**src/rtl/cbp_pkg.sv**
```systemverilog
package cbp_pkg;

  localparam int unsigned PIX_W     = 13;
  localparam int unsigned LINE_W    = 12;
  localparam int unsigned NUM_PULSE = 2;
  localparam int unsigned ADDR_W    = 8;

  // write address layout
  localparam int unsigned BANK_BIT   = 7;
  localparam int unsigned SEQ_LSB    = 3;
  localparam int unsigned SEQ_FW     = 4;
  localparam int unsigned SPULSE_BIT = 2;
  localparam int unsigned FLD_LSB    = 0;
  localparam int unsigned FLD_FW     = 2;
  localparam int unsigned MPULSE_BIT = 3;
  localparam int unsigned MREG_LSB   = 1;
  localparam int unsigned MREG_FW    = 2;
  localparam int unsigned MEND_BIT   = 0;

  localparam int unsigned PULSE_CLAMP = 0;
  localparam int unsigned PULSE_BLANK = 1;

  typedef logic [PIX_W-1:0]  pix_t;
  typedef logic [LINE_W-1:0] line_t;

  localparam pix_t  PIX_MAX  = {PIX_W{1'b1}};
  localparam line_t LINE_MAX = {LINE_W{1'b1}};

  typedef enum logic [FLD_FW-1:0] {
    FLD_POL  = 2'd0,
    FLD_TOG1 = 2'd1,
    FLD_TOG2 = 2'd2,
    FLD_NONE = 2'd3
  } seq_fld_e;

  typedef struct packed {
    logic pol;
    pix_t tog1;
    pix_t tog2;
  } pulse_cfg_t;

  localparam pulse_cfg_t CFG_RESET = '{pol: 1'b1, tog1: PIX_MAX, tog2: PIX_MAX};

  // a toggle position fires only when it is in use and matches the count
  function automatic logic tog_hit(input pix_t pix, input pix_t tog);
    return (tog != PIX_MAX) && (pix == tog);
  endfunction

  // a mask window is live only when neither bound holds the disable code
  function automatic logic window_live(input line_t lo, input line_t hi);
    return (lo != LINE_MAX) && (hi != LINE_MAX);
  endfunction

  function automatic logic line_in_window(input line_t ln, input line_t lo, input line_t hi);
    return window_live(lo, hi) && (ln >= lo) && (ln <= hi);
  endfunction

  function automatic pix_t pix_step(input pix_t pix);
    return (pix == PIX_MAX) ? pix : pix + pix_t'(1);
  endfunction

  function automatic line_t line_step(input line_t ln);
    return (ln == LINE_MAX) ? ln : ln + line_t'(1);
  endfunction

endpackage

```
**src/rtl/cbp_counters.sv**
```systemverilog
module cbp_counters
  import cbp_pkg::*;
(
  input  logic  clk,
  input  logic  rst_n,
  input  logic  hsync,
  input  logic  vsync,
  output pix_t  pix_cnt,
  output line_t line_cnt,
  output line_t line_up
);

  // number the line about to begin, for mask evaluation at hsync
  assign line_up = vsync ? '0 : line_step(line_cnt);

  always_ff @(posedge clk or negedge rst_n) begin
    if (!rst_n) begin
      pix_cnt <= PIX_MAX;
    end else if (hsync) begin
      pix_cnt <= '0;
    end else begin
      pix_cnt <= pix_step(pix_cnt);
    end
  end

  always_ff @(posedge clk or negedge rst_n) begin
    if (!rst_n) begin
      line_cnt <= '0;
    end else if (vsync) begin
      line_cnt <= '0;
    end else if (hsync) begin
      line_cnt <= line_step(line_cnt);
    end
  end

endmodule

```
**src/rtl/cbp_regfile.sv**
```systemverilog
module cbp_regfile
  import cbp_pkg::*;
#(
  parameter int unsigned NUM_SEQ  = 4,
  parameter int unsigned NUM_MASK = 3,
  parameter int unsigned SEL_W    = $clog2(NUM_SEQ)
) (
  input  logic              clk,
  input  logic              rst_n,
  input  logic              wr_en,
  input  logic [ADDR_W-1:0] wr_addr,
  input  pix_t              wr_data,
  input  logic [SEL_W-1:0]  rd_seq,
  output pulse_cfg_t        cfg_sel [NUM_PULSE],
  output line_t             msk_lo  [NUM_PULSE][NUM_MASK],
  output line_t             msk_hi  [NUM_PULSE][NUM_MASK]
);

  logic     seq_bank;
  logic     msk_bank;
  seq_fld_e fld;

  assign seq_bank = wr_en && !wr_addr[BANK_BIT];
  assign msk_bank = wr_en &&  wr_addr[BANK_BIT];
  assign fld      = seq_fld_e'(wr_addr[FLD_LSB +: FLD_FW]);

  pulse_cfg_t cfg_all [NUM_SEQ][NUM_PULSE];

  for (genvar s = 0; s < NUM_SEQ; s++) begin : g_seq
    for (genvar p = 0; p < NUM_PULSE; p++) begin : g_pulse
      pulse_cfg_t cell_q;
      logic       sel;

      assign sel = seq_bank
                && (wr_addr[SEQ_LSB +: SEQ_FW] == SEQ_FW'(s))
                && (wr_addr[SPULSE_BIT] == 1'(p));

      always_ff @(posedge clk or negedge rst_n) begin
        if (!rst_n) begin
          cell_q <= CFG_RESET;
        end else if (sel) begin
          case (fld)
            FLD_POL:  cell_q.pol  <= wr_data[0];
            FLD_TOG1: cell_q.tog1 <= wr_data;
            FLD_TOG2: cell_q.tog2 <= wr_data;
            default:  cell_q      <= cell_q;
          endcase
        end
      end

      assign cfg_all[s][p] = cell_q;
    end
  end

  logic rd_ok;
  assign rd_ok = (int'(rd_seq) < NUM_SEQ);

  always_comb begin
    for (int p = 0; p < NUM_PULSE; p++) begin
      cfg_sel[p] = rd_ok ? cfg_all[rd_seq][p] : CFG_RESET;
    end
  end

  for (genvar p = 0; p < NUM_PULSE; p++) begin : g_mpulse
    for (genvar r = 0; r < NUM_MASK; r++) begin : g_win
      line_t lo_q;
      line_t hi_q;
      logic  sel;

      assign sel = msk_bank
                && (wr_addr[MPULSE_BIT] == 1'(p))
                && (wr_addr[MREG_LSB +: MREG_FW] == MREG_FW'(r));

      always_ff @(posedge clk or negedge rst_n) begin
        if (!rst_n) begin
          lo_q <= LINE_MAX;
          hi_q <= LINE_MAX;
        end else if (sel) begin
          if (wr_addr[MEND_BIT]) hi_q <= wr_data[LINE_W-1:0];
          else                   lo_q <= wr_data[LINE_W-1:0];
        end
      end

      assign msk_lo[p][r] = lo_q;
      assign msk_hi[p][r] = hi_q;
    end
  end

endmodule

```
**src/rtl/cbp_mask_unit.sv**
```systemverilog
module cbp_mask_unit
  import cbp_pkg::*;
#(
  parameter int unsigned NUM_MASK = 3
) (
  input  line_t line_up,
  input  line_t lo [NUM_MASK],
  input  line_t hi [NUM_MASK],
  output logic  hit
);

  logic [NUM_MASK-1:0] win_hit;

  for (genvar r = 0; r < NUM_MASK; r++) begin : g_win
    assign win_hit[r] = line_in_window(line_up, lo[r], hi[r]);
  end

  assign hit = |win_hit;

endmodule

```
**src/rtl/cbp_pulse_gen.sv**
```systemverilog
module cbp_pulse_gen
  import cbp_pkg::*;
(
  input  logic       clk,
  input  logic       rst_n,
  input  logic       line_start,
  input  pulse_cfg_t cfg_in,
  input  logic       mask_in,
  input  pix_t       pix_cnt,
  output logic       pulse_n,
  output logic       lvl,
  output logic       masked,
  output logic       tog_evt
);

  pulse_cfg_t cfg_q;

  assign tog_evt = tog_hit(pix_cnt, cfg_q.tog1) | tog_hit(pix_cnt, cfg_q.tog2);

  always_ff @(posedge clk or negedge rst_n) begin
    if (!rst_n) begin
      cfg_q  <= CFG_RESET;
      lvl    <= 1'b1;
      masked <= 1'b0;
    end else if (line_start) begin
      cfg_q  <= cfg_in;
      lvl    <= cfg_in.pol;
      masked <= mask_in;
    end else if (tog_evt) begin
      lvl    <= ~lvl;
    end
  end

  // active low: a masked line is forced to the idle high level
  assign pulse_n = lvl | masked;

endmodule

```
**src/rtl/clamp_blank_pulser.sv**
```systemverilog
module clamp_blank_pulser
  import cbp_pkg::*;
#(
  parameter int unsigned NUM_SEQ  = 4,
  parameter int unsigned NUM_MASK = 3,
  parameter int unsigned SEL_W    = $clog2(NUM_SEQ)
) (
  input  logic              clk,
  input  logic              rst_n,
  input  logic              hsync,
  input  logic              vsync,
  input  logic [SEL_W-1:0]  seq_sel,
  input  logic              wr_en,
  input  logic [ADDR_W-1:0] wr_addr,
  input  logic [PIX_W-1:0]  wr_data,
  output logic              clamp_n,
  output logic              blank_n
);

  pix_t       pix_cnt;
  line_t      line_cnt;
  line_t      line_up;
  pulse_cfg_t cfg_sel [NUM_PULSE];
  line_t      msk_lo  [NUM_PULSE][NUM_MASK];
  line_t      msk_hi  [NUM_PULSE][NUM_MASK];

  // named internal events, observed by the bound checker
  logic [NUM_PULSE-1:0] pulse_n_w;
  logic [NUM_PULSE-1:0] lvl_w;
  logic [NUM_PULSE-1:0] masked_w;
  logic [NUM_PULSE-1:0] tog_evt_w;
  logic [NUM_PULSE-1:0] pol_start_w;
  logic [NUM_PULSE-1:0] mask_start_w;

  cbp_counters u_cnt (
    .clk      (clk),
    .rst_n    (rst_n),
    .hsync    (hsync),
    .vsync    (vsync),
    .pix_cnt  (pix_cnt),
    .line_cnt (line_cnt),
    .line_up  (line_up)
  );

  cbp_regfile #(
    .NUM_SEQ  (NUM_SEQ),
    .NUM_MASK (NUM_MASK),
    .SEL_W    (SEL_W)
  ) u_regs (
    .clk     (clk),
    .rst_n   (rst_n),
    .wr_en   (wr_en),
    .wr_addr (wr_addr),
    .wr_data (wr_data),
    .rd_seq  (seq_sel),
    .cfg_sel (cfg_sel),
    .msk_lo  (msk_lo),
    .msk_hi  (msk_hi)
  );

  for (genvar p = 0; p < NUM_PULSE; p++) begin : g_pulse
    cbp_mask_unit #(
      .NUM_MASK (NUM_MASK)
    ) u_mask (
      .line_up (line_up),
      .lo      (msk_lo[p]),
      .hi      (msk_hi[p]),
      .hit     (mask_start_w[p])
    );

    assign pol_start_w[p] = cfg_sel[p].pol;

    cbp_pulse_gen u_gen (
      .clk        (clk),
      .rst_n      (rst_n),
      .line_start (hsync),
      .cfg_in     (cfg_sel[p]),
      .mask_in    (mask_start_w[p]),
      .pix_cnt    (pix_cnt),
      .pulse_n    (pulse_n_w[p]),
      .lvl        (lvl_w[p]),
      .masked     (masked_w[p]),
      .tog_evt    (tog_evt_w[p])
    );
  end

  assign clamp_n = pulse_n_w[PULSE_CLAMP];
  assign blank_n = pulse_n_w[PULSE_BLANK];

endmodule

```
**config.mk**
```make
export PLATFORM = sky130hd
export DESIGN_NAME = clamp_blank_pulser
export DESIGN_NICKNAME = d
export VERILOG_FILES = /design/src/rtl/cbp_pkg.sv /design/src/rtl/cbp_counters.sv /design/src/rtl/cbp_regfile.sv /design/src/rtl/cbp_mask_unit.sv /design/src/rtl/cbp_pulse_gen.sv /design/src/rtl/clamp_blank_pulser.sv
export SDC_FILE = /design/constraint.sdc
export NUM_CORES = 1
export LEC_CHECK = 0
export BUFFER_PORTS_ARGS = -buffer_cell sky130_fd_sc_hd__clkbuf_2
export CAP_MARGIN = 0
export CELL_PAD_IN_SITES_DETAIL_PLACEMENT = 1
export CELL_PAD_IN_SITES_GLOBAL_PLACEMENT = 1
export CORE_AREA = 2 2 248 201
export CTS_BUF_LIST = sky130_fd_sc_hd__clkbuf_4 sky130_fd_sc_hd__clkbuf_8
export DETAILED_ROUTE_END_ITERATION = 6
export DIE_AREA = 0 0 250 203
export PLACE_DENSITY = 0.82
export SYNTH_ARGS = -nofsm -noshare
export SYNTH_HDL_FRONTEND = slang
export SYNTH_SLANG_ARGS = --single-unit
export TNS_END_PERCENT = 50
```
**constraint.sdc**
```tcl
create_clock -name clk -period 4 [get_ports clk]
set_input_delay 0.4 -clock clk [delete_from_list [all_inputs] [get_ports clk]]
set_output_delay 0.4 -clock clk [all_outputs]
set_load 0.02 [all_outputs]
```
After elaboration in Yosys (flattened, before gate mapping)
Index checks and enable logic that the tools add are counted.
{"block": "op_classes", "n_addsub": 2, "magnitude_cmp": 13, "n_eq_ne": 30, "n_mux": 13, "bitwise_logic": 10, "reduce_logical": 89}
{"cell": "$ne A12 B12 Y1 const B", "n": 12}
{"cell": "$bmux W54 S2", "n": 1}
{"cell": "$mux W54", "n": 2}
{"cell": "$ge A12 B12 Y1", "n": 6}
{"cell": "$le A12 B12 Y1", "n": 6}
{"cell": "$reduce_and A2 Y1", "n": 36}
{"cell": "$eq A13 B13 Y1", "n": 4}
{"cell": "$ne A13 B13 Y1 const B", "n": 4}
{"cell": "$mux W12", "n": 4}
{"cell": "$logic_and A1 B1 Y1", "n": 44}
{"cell": "$mux W13", "n": 2}
{"cell": "$add A13 B1 Y13 const B", "n": 1}
{"cell": "$eq A13 B13 Y1 const B", "n": 1}
{"cell": "$add A12 B1 Y12 const B", "n": 1}
{"cell": "$eq A12 B12 Y1 const B", "n": 1}
{"cell": "$eq A4 B2 Y1 const B", "n": 2}
{"cell": "$reduce_bool A2 Y1", "n": 3}
{"cell": "$reduce_or A3 Y1", "n": 2}
{"cell": "$not A1 Y1", "n": 5}
{"cell": "$eq A2 B1 Y1 const B", "n": 2}
{"cell": "$eq A2 B2 Y1 const B", "n": 2}
{"cell": "$eq A4 B1 Y1 const B", "n": 1}
{"cell": "$logic_not A2 Y1", "n": 2}
{"cell": "$logic_not A4 Y1", "n": 1}
{"cell": "6 further kinds", "n": 12}
{"block": "totals", "reg_bits": 441, "input_bits": 28, "output_inout_bits": 2, "word_cells": 203}

Longest topological paths before layout
{"block": "depth", "ltp_word": 7, "depth_mapped": 17, "depth_no_buf": 16}

Hierarchy
A second synthesis with hierarchy kept.
{"block": "unflattened", "cells_unflattened": 1859, "hier_area_um2": 24039.3}
{"mod": "cbp_regfile", "n_inst": 1, "cells_per_inst": 918, "area_per_inst_um2": 15506.1, "seq_area_each_um2": 9459.1}
{"mod": "cbp_mask_unit", "n_inst": 2, "cells_per_inst": 262, "area_per_inst_um2": 1913.1, "seq_area_each_um2": 0.0}
{"mod": "cbp_pulse_gen", "n_inst": 2, "cells_per_inst": 113, "area_per_inst_um2": 1465.2, "seq_area_each_um2": 734.5}
{"mod": "cbp_counters", "n_inst": 1, "cells_per_inst": 191, "area_per_inst_um2": 1776.7, "seq_area_each_um2": 641.9}

Least setup slack after synthesis
OpenSTA, ideal clock, no wires.
{"block": "synth_path", "path_kind": "flip-flop to flip-flop", "from": "register u_cnt.line_cnt[3]", "to": "register g_pulse[1].u_gen.masked", "setup_ns": 0.124, "arrival_ns": 3.997, "required_ns": 3.876, "slack_ns": -0.121, "stages_incl_launch_ff": 17, "path_buffers": 1, "synth_period_minus_slack_ns": 4.121, "path_cell_list": "dfrtp_1 -> and4_1 -> and2_1 -> clkbuf_1 -> nand3b_1 -> and4_1 -> xnor2_1 -> nor2_1 -> ha_1 -> o21a_1 -> o211ai_1 -> o21ai_0 -> maj3_1 -> a221o_1 -> a31oi_1 -> a211oi_1 -> a211o_1"}
{"block": "synth_between", "elab_chain_cells": 7, "word_cells_on_any_way": 17, "classes_between": "add/sub (1); order compare (6); eq/ne (1); mux (2); reduce/logical (7)"}
{"element": "from (decl)", "line_no": "cbp_counters.sv:9", "text": "output line_t line_cnt,"}
{"element": "from (signal assigned)", "line_no": "cbp_counters.sv:32", "text": "line_cnt <= line_step(line_cnt);"}
{"element": "$add A12 B1 Y12 or $eq A12 B12 Y1 (tied branches)", "line_no": "cbp_pkg.sv:63", "text": "return (ln == LINE_MAX) ? ln : ln + line_t'(1);"}
{"element": "$mux W12 *", "line_no": "cbp_pkg.sv:63"}
{"element": "$mux W12 *", "line_no": "cbp_counters.sv:14", "text": "assign line_up = vsync ? '0 : line_step(line_cnt);"}
{"element": "named net g_pulse[0].u_mask.line_up[3]", "line_no": "cbp_mask_unit.sv:6", "text": "input line_t line_up,"}
{"element": "$ge A12 B12 Y1", "line_no": "cbp_pkg.sv:55", "text": "return window_live(lo, hi) && (ln >= lo) && (ln <= hi);"}
{"element": "$logic_and A1 B1 Y1 (2 in a row)", "line_no": "cbp_pkg.sv:55"}
{"element": "$reduce_or A3 Y1 *", "line_no": "cbp_mask_unit.sv:18", "text": "assign hit = |win_hit;"}
{"element": "to (signal assigned)", "line_no": "cbp_pulse_gen.sv:28", "text": "masked <= mask_in;"}
{"element": "to (decl)", "line_no": "cbp_pulse_gen.sv:12", "text": "output logic masked,"}
The timed path passes the listed nets; every way through them passes the cells marked *.
A chain may end at the register's enable or synchronous reset.

Worst setup path after layout
{"block": "layout_path", "from": "register u_cnt.line_cnt[2]", "to": "register g_pulse[1].u_gen.masked"}
Same word-level chain as after synthesis.

==> flow_metrics.tcl <==
set metrics [dict create \
    synthCells 1884 \
    leakagePower_nw 11.0 \
    hpwl_um 42500 \
    required_ns 4.55 \
    htree_levels 3 \
    netlist_top_cells_count "427 x dfstp_2, 371 x mux2_2, 134 x ha_1" \
    drt_wl_total_um 66100 \
    pin_count 30 \
    core_area_um2 48100 \
    areaGrowthSynthToFinish_pct 10.7 \
    crit_top_cell "and4_2" \
    drt_iter0_markers 1133 \
    slew_headroom 0.219 \
    grt.total_usage 0.265 \
    synth_ff_type "dfstp_2" \
    cp-start-kind "flop" \
    rr_worst_depth 14 \
    io_buffers 29 \
    hold_viol 0 \
    synth_area_leaders "dfstp_2 48%, mux2_2 18%, ha_1 7.2%" \
    die_w_um 250 \
    synth_area_um2 23400 \
    ant_nets 0 \
    peakVddDrop_mv 0.227 \
    synth_seq_cells 441 \
    nets 2086 \
    place_congestion 0.870 \
    fmax_mhz 253 \
    crit_slowest_cell "a221o_1" \
    grt_pass1_vias 17300 \
    synth_top_area_share 0.480 \
    timing.rr.end "g_pulse[1].u_gen.masked" \
    drc 0 \
    clock_path_buffers 3 \
    crit_path_end_kind "flop" \
    drtPass1Iterations 4 \
    post_route_cells_drive_above_1_share 0.547 \
    seq_area_frac_synth 0.495 \
    clkTransAtPathRegs_ns 0.07 \
    r2r-start "u_cnt.line_cnt[2]" \
    period_share 0.989 \
    p_total_mw 11.5 \
    start_util 0.486 \
    crit_type "reg2reg" \
    power.density_nw_per_um2 446 \
    die_area_um2 50800 \
    fill_cells 4878 \
    cts_buffers 75 \
    grt_pass1_wl_um 103000 \
    synth_edf_count 0 \
    cp_max_fo 5 \
    async_flop_share 1.00 \
    skew_ns 0.0194 \
    grt_overflow 0 \
    maxSlewViolCount 0 \
    die_h_um 203 \
    cts_sinks 441 \
    crit_chain "and4_2 > and2_1 > nand3b_1 > and4_2 > xnor2_2 > nor2_2 > ha_1 > a2111oi_2 > o21ai_0 > maj3_1 > a221o_1 > a31oi_2 > a211oi_1 > a211o_1" \
    yosysMostFrequentCell "dfstp_2" \
    reg2reg_slack_ns 0.05 \
    setup-violations-final 0 \
    vias 15600 \
    wire_per_inst_um 25.4 \
    tightest_slew_ns 1.17 \
    utilization 0.538 \
    rows 72 \
    ys_types 63 \
    yosys_warnings 0 \
    min_to "u_cnt.line_cnt[2]" \
    hold_path_depth 3 \
    syn-num-nets 2046 \
    path_delay_family "compound AO/OA/AOI/OAI gates" \
    min_from "vsync" \
    status "completed" \
    cts_tree "yes" \
    grt_max_degree 123 \
    syn_area_per_cell_um2 12.4 \
    antenna_found_initial 2 \
    arrival_ns 4.50 \
    critPathMaxStageDelay_ns 0.38 \
    path_buf_inv 0 \
    cap_violations 0 \
    min_path_type "in2reg" \
    viasPerCell 6.01 \
    antennaDiodeCount 0 \
    clock_latency_ns 0.66 \
    min_period_ns 3.95 \
    yosysTopAreaCell "dfstp_2" \
    cts_root_buffer "clkbuf_8" \
]
layer usage:
layer / GRT usage / vias up / share of wire
met5: 0 / - / 0
met4: 0.0894 / 0 / 0.028
met3: 0.0462 / 122 / 0.052
met2: 0.421 / 437 / 0.46
met1: 0.370 / 8264 / 0.46
li1: - / 6822 / -
logic make-up after synthesis:
logic type / share of synthesized area
adders and majority gates: 0.0738
and+or+nand+nor: 0.0793
xor gates and xnor gates: 0.0292
DFF: 0.495
buffers and inverters: 0.0398
AOI/OAI and AO/OA: 0.0514
muxes: 0.232
metrics by stage:
stage | hold WS, ns | setup TNS [ns] | instances | setup slack, ns | instance area, µm²
6_report | 0.299 | 0 | 2605 | 0.0460 | 25900
5_1_grt | 0.307 | -0.0713 | 2605 | -0.0609 | 25900
4_1_cts | 0.260 | 0 | 2602 | 0.0364 | 25800
3_5_place_dp | 0.517 | -0.0635 | 2471 | -0.0635 | 24300
3_3_place_gp | 0.507 | 0 | 2471 | 0.174 | 24300
2_1_floorplan | 0.104 | 0 | 1884 | 0.0346 | 23400
worst min-delay path: cells and delay by family:
| kind | cells | cell delay [ns] |
|---|---|---|
| AND/OR/NAND/NOR | 1 | 0.13 |
| buffers and inverters | 2 | 0.37 |
power by group:
group          internal, mW  switching, mW
logic                 0.754          0.943
registers              5.27          0.384
clock network          2.30           1.89
layout make-up:
cell class	count	area, µm²	area share
Clock buffer	110	1350	0.0522
Timing Repair Buffer	78	581	0.0224
Multi-Input combinational cell	1198	11000	0.423
Clock inverter	19	163	0.00628
Sequential cell	441	11600	0.447
Tap cell	629	787	0.0304
Inverter	130	488	0.0188
how the worst max path moves through the flow:
stage                      start                      end  slack [ns]  depth (start not counted)
4_1_cts        u_cnt.line_cnt[5]  g_pulse[1].u_gen.masked        0.04                         14
6_report       u_cnt.line_cnt[2]  g_pulse[1].u_gen.masked        0.05                         14
2_1_floorplan  u_cnt.line_cnt[0]  g_pulse[1].u_gen.masked        0.03                         16
3_5_place_dp   u_cnt.line_cnt[0]  g_pulse[1].u_gen.masked       -0.06                         17
5_1_grt        u_cnt.line_cnt[2]  g_pulse[1].u_gen.masked       -0.06                         14
3_3_place_gp   u_cnt.line_cnt[0]  g_pulse[1].u_gen.masked        0.17                         17
sequential cells by signal (all words and copies together), names as in the netlist:
register / flops
g_pulse.u_gen.masked: 2
u_regs.g_mpulse.g_win.lo_q: 72
u_cnt.line_cnt: 12
u_regs.g_mpulse.g_win.hi_q: 72
u_regs.cfg_all: 216
g_pulse.u_gen.cfg_q: 52
g_pulse.u_gen.lvl: 2
u_cnt.pix_cnt: 13
layout by cell type, fill, tap and decap left out, drive strengths merged, types with 13 or more instances in the layout:
cell type / n
dfstp: 427
mux2: 371
clkbuf: 136
ha: 134
inv: 132
nand2: 101
o21ai: 77
nand4: 60
nor2: 56
mux4: 54
buf: 51
a21oi: 46
xor2: 39
xnor2: 39
nand3: 31
nor3: 22
nand2b: 16
nor2b: 16
dfrtp: 14
nor4: 13
repair_timing:
item                                    in CTS  in global routing
pin swaps                                    0                  2
setup buffers                                1                  3
endpoints found under the setup margin       1                  2
endpoints found under the hold margin       12                  0
gates resized for setup                      5                  9
hold buffers                                 1                  0
Power figures use the tool's default switching activity.
